===== src/rtl/flash_rewrite_guard.sv =====
module flash_rewrite_guard #(
  parameter int unsigned ADDR_W = 16,
  parameter logic [ADDR_W-1:0] CTL_ADDR = 'h0057,
  parameter logic [ADDR_W-1:0] AUX_ADDR = 'h0055,
  parameter logic [ADDR_W-1:0] ROM_BASE = 'h8000,
  parameter int unsigned EN_BIT = 1,
  parameter int unsigned LK_BIT = 2
) (
  input  logic              clk,
  input  logic              rst_n,
  input  logic              bus_we,
  input  logic              bus_word,
  input  logic [ADDR_W-1:0] bus_addr,
  input  logic [15:0]       bus_wdata,
  input  logic              irq_ack,
  input  logic              dma_busy,
  input  logic              nmi_level,
  input  logic              wdt_evt,
  input  logic              read_array,
  input  logic              wait_set,
  input  logic              clk_ok,
  output logic              rw_en,
  output logic              lk_rel,
  output logic [7:0]        aux_q,
  output logic              abort_p,
  output logic              seq_err
);

  logic nmi_q, arm_en, arm_lk;

  wire hit_ctl  = bus_we && (bus_addr == CTL_ADDR);
  wire byte_ctl = hit_ctl && !bus_word;
  wire cancel   = irq_ack || dma_busy || !nmi_level;
  wire nmi_evt  = nmi_q && !nmi_level;
  wire force_rst = nmi_evt || wdt_evt;
  wire env_ok   = wait_set && clk_ok;
  wire en_go    = byte_ctl && bus_wdata[EN_BIT] && arm_en && !cancel && !rw_en;
  wire lk_go    = byte_ctl && bus_wdata[LK_BIT] && arm_lk && !cancel;
  wire lk_clr   = byte_ctl && !bus_wdata[LK_BIT];
  wire en_clr   = hit_ctl && bus_word && read_array &&
                  (bus_wdata[15:8] == 8'h00) && !bus_wdata[EN_BIT];
  wire rom_odd  = bus_we && rw_en && (bus_addr >= ROM_BASE) && bus_addr[0];

  always_ff @(posedge clk) begin
    if (!rst_n) begin
      nmi_q   <= 1'b1;
      arm_en  <= 1'b0;
      arm_lk  <= 1'b0;
      rw_en   <= 1'b0;
      lk_rel  <= 1'b0;
      aux_q   <= 8'h00;
      abort_p <= 1'b0;
      seq_err <= 1'b0;
    end else begin
      nmi_q   <= nmi_level;
      abort_p <= force_rst && rw_en;
      if (force_rst) begin
        arm_en <= 1'b0;
        arm_lk <= 1'b0;
        rw_en  <= 1'b0;
        lk_rel <= 1'b0;
        aux_q  <= 8'h00;
      end else begin
        if (cancel) begin
          arm_en <= 1'b0;
          arm_lk <= 1'b0;
        end else if (bus_we) begin
          arm_en <= byte_ctl && !bus_wdata[EN_BIT];
          arm_lk <= byte_ctl && !bus_wdata[LK_BIT];
        end
        if (en_go && env_ok) rw_en <= 1'b1;
        else if (en_clr)     rw_en <= 1'b0;
        if (lk_go)       lk_rel <= 1'b1;
        else if (lk_clr) lk_rel <= 1'b0;
        if (bus_we && bus_addr == AUX_ADDR) aux_q <= bus_wdata[7:0];
      end
      if ((en_go && !env_ok) || rom_odd) seq_err <= 1'b1;
      else if (en_go && env_ok && !force_rst) seq_err <= 1'b0;
    end
  end


  en_rise_chk: assert property (@(posedge clk) disable iff (!rst_n)
    $rose(rw_en) |-> $past(bus_we && !bus_word && nmi_level && wait_set && clk_ok));

  word_no_set_chk: assert property (@(posedge clk) disable iff (!rst_n)
    (bus_we && bus_word && !rw_en) |=> !rw_en);

  en_fall_chk: assert property (@(posedge clk) disable iff (!rst_n)
    $fell(rw_en) |-> $past(wdt_evt || !nmi_level || (bus_we && bus_word && read_array)));

  force_clr_chk: assert property (@(posedge clk) disable iff (!rst_n)
    wdt_evt |=> (!rw_en && !lk_rel && aux_q == 8'h00));

  abort_one_chk: assert property (@(posedge clk) disable iff (!rst_n)
    abort_p |-> (!rw_en && $past(rw_en)));

  err_rise_chk: assert property (@(posedge clk) disable iff (!rst_n)
    $rose(seq_err) |-> $past(bus_we));

endmodule


===== config.mk =====
export PLATFORM = sky130hd
export DESIGN_NAME = flash_rewrite_guard
export DESIGN_NICKNAME = d
export VERILOG_FILES = /design/src/rtl/flash_rewrite_guard.sv
export SDC_FILE = /design/constraint.sdc
export NUM_CORES = 1
export LEC_CHECK = 0
export ABC_CLOCK_PERIOD_IN_PS = 1920
export BUFFER_PORTS_ARGS = -buffer_cell sky130_fd_sc_hd__buf_2
export CORE_MARGIN = 4
export CORE_UTILIZATION = 38
export CTS_CLUSTER_SIZE = 16
export DETAILED_ROUTE_END_ITERATION = 6
export GPL_ROUTABILITY_DRIVEN = 0
export GPL_TIMING_DRIVEN = 0
export PLACE_DENSITY = 0.77
export SETUP_SLACK_MARGIN = 0.05
export SLEW_MARGIN = 25
export SYNTH_ARGS = -nofsm -noshare
export SYNTH_HDL_FRONTEND = slang
export SYNTH_SLANG_ARGS = --single-unit

===== constraint.sdc =====
create_clock -name clk -period 1.92 [get_ports clk]
set_input_delay 0.096 -clock clk [delete_from_list [all_inputs] [get_ports clk]]
set_output_delay 0.096 -clock clk [all_outputs]
set_load 0.01 [all_outputs]

==> results.md <==
* CP max-delay cell: or3b_2
* Cts repair resizes at 0
* Crit path DAT at 1.71 ns
* Slew @ Worst Pin at 0.476 ns
* Vias in the first global route at 833
* Core area at about 1800 um2
* Yosys reg bits at 15
* Slew Limit Fails at 0
* CTS Buf Count at 3
* Maximum clock rate at roughly 670 MHz
* CTS tree: yes
* Hold path cells at 2
* Share of cells above drive strength 1 at 0.440
* EDFF count, synth at 0
* Post-synth top area share at 0.416
* Pin count of the biggest net entering global routing at 11
* Total GRT Usage at 0.167
* Min Tclk post-route at between 1.5 and 2 ns
* Initial Util at 0.409
* Die area at around 2700 um2
* Layout area overhead at 45.4%
* Top-count cell post-synth: dfxtp_1
* CTS HTree Levels at 1
* Crit Path Class: reg -> reg
* Delay of the slowest cell on the worst path at approximately 0.48 ns
* Synth area leader: dfxtp_1
* Die Height at between 50 and 60 um
* CP Max Fanout at 10
* Register area share after synthesis at 0.416
* Mean Syn Cell Area at ~8.7 um2
* Clk_lat worst skew at around 0.28 ns
* First-pass iteration count of the detailed router at 4
* DRT Wirelength at between 2000 and 2500 um
* Async S/R FF share, synth at 0
* Normalized max-slew margin at 0.682
* Num ports at 55
* Antenna Nets Post-Route at 0
* Num rows at 15
* Overflow left after global routing at 0
* MaxCap Viol Count at 0
* Cells on worst reg2reg path at 4
* Setup Fix Bufs, Post-CTS at 0
* CP Capture Type: flip-flop
* Top post-synthesis cells by count: 15 x dfxtp_1, 10 x nand3_1, 10 x o21ai_0, 9 x a21oi_1, 4 x inv_1
* DP Wirelength at around 1800 um
* Worst Path Required at 2.13 ns
* Status: finished clean
* Clock transition at path regs at around 0.080 ns
* Hold buffer count at cts at 0
* DRC viols at 0
* First-pass GRT wire length at between 3000 and 4000 um
* Final period utilization at 0.782
* RSZ-0062 raised after global routing: no
* Worst hold path type: in -> reg
* Cell Pwr Density at 534 nW/um2
* Non-filler cells, final at between 150 and 200
* CP Cell Sequence: and2b_1, or3b_2, clkbuf_1, nor3_1
* Clock skew at between 0.0015 and 0.002 ns
* Clock root cell: clkbuf_4
* Sink Count at 15
* Mapped cell area at 722 um2
* I/O Buffers at 54
* Bufs on Longest Clock Path at 2
* Placed Instances at roughly 160
* Post-Syn Instances at 83
* Diode count at 0
* Vias/cell at between 5 and 6
* DR WL/cell at ~13 um
* Maximum VDD drop at 0.000412 V
* Leakage at about 0.46 nW
* Iter 0 DRT Violations at 10
* Nets at 185
* Die width at 51.6 um
* Yosys Warn Count at 0
* Initial antenna violation count at 0
* Fin. Hold Viols at 0
* Via count at 895
* Worst setup SP type: flip-flop
* Distinct cell type count after synthesis at 31
* Largest cells by area after synthesis: dfxtp_1 42%, nand3_1 6.9%, o21ai_0 6.9%
* Top_reg_cell synth: dfxtp_1
* Mapped Nets at roughly 130
* Endpoints failing setup at 0
* Setup TNS at 0 ns
## registers in the layout (all words and copies together), names as in the netlist
| name | cells |
|---|---|
| nmi_q | 1 |
| rw_en | 1 |
| seq_err | 1 |
| arm_lk | 1 |
| abort_p | 1 |
| aux_q | 8 |
| arm_en | 1 |
| lk_rel | 1 |
## per-layer routing
layer | part of all wire | global-route usage
met5 | 0 | 0
met3 | 0.11 | 0.0745
met1 | 0.38 | 0.169
met2 | 0.51 | 0.316
met4 | 0 | 0.0262
## area by class of cell
cell class | count | area, um2
Buffer | 3 | 11.3
Clock buffer | 4 | 26.3
Fill cell | 193 | 714
Inverter | 4 | 15.0
Multi-Input combinational cell | 61 | 395
Sequential cell | 15 | 300
Tap cell | 25 | 31.3
Timing Repair Buffer | 54 | 270
## logic make-up after synthesis
kind of cell | count (synthesis) | synth area share
buffers and inverters | 7 | 0.0364
AO/OA/AOI/OAI | 26 | 0.217
AND/OR/NAND/NOR | 35 | 0.331
flip-flops | 15 | 0.416
## stage by stage
step / cell area (um2) / setup WS, ns / power (mW) / hold WS (ns) / util
2_1_floorplan: 722 / 0.471 / 0.339 / 0.169 / -
3_3_place_gp: 1020 / 0.233 / 0.387 / 0.302 / 0.580
3_5_place_dp: 1020 / 0.255 / 0.390 / 0.311 / 0.580
4_1_cts: 1050 / 0.402 / 0.567 / 0.0108 / 0.595
5_1_grt: 1050 / 0.341 / 0.587 / 0.0190 / 0.595
6_report: 1050 / 0.418 / 0.561 / 0.0127 / 0.595
## where the power goes
part | internal [mW] | switching [mW]
combinational | 0.0397 | 0.0309
clock | 0.0807 | 0.0974
sequential | 0.312 | 0.000202
total | 0.432 | 0.129
## worst paths after layout
path | startpoint | end | slack [ns]
setup / recovery | nmi_q | arm_en | 0.42
hold / removal | rst_n | nmi_q | 0.01
setup reg to reg | nmi_q | arm_en | 0.42
hold reg to reg | aux_q[2] | aux_q[2] | 0.48
## cell usage in the layout (no fill, tap or decap)
cell type,Yosys,layout
a21boi_1,1,1
a21oi_1,9,9
and2b_1,1,1
and4_1,1,1
and4b_1,1,1
and4bb_1,1,1
and4bb_2,1,1
buf_2,0,54
clkbuf_1,3,4
clkbuf_4,0,3
dfxtp_1,15,15
inv_1,4,4
nand2_1,2,2
nand2b_1,1,1
nand3_1,10,10
nand3b_1,1,1
nand4_1,3,3
nor2_1,2,2
nor3_1,2,2
nor3b_1,1,1
nor4_1,3,3
nor4b_2,1,1
o211a_1,1,1
o21a_1,1,1
o21ai_0,10,10
o311a_1,1,1
o31ai_1,1,1
o32a_1,1,1
o41ai_1,1,1
or3_4,1,1
or3b_2,1,1
or3b_4,1,1
or4_1,1,1
## worst max-delay path: cells and delay by family (launching register included)
family                 cells  cell delay (ns)
buffers and inverters      1             0.26
DFF                        1             0.30
and+or+nand+nor            3             0.86
No activity file was read; power rests on OpenSTA's default activity.
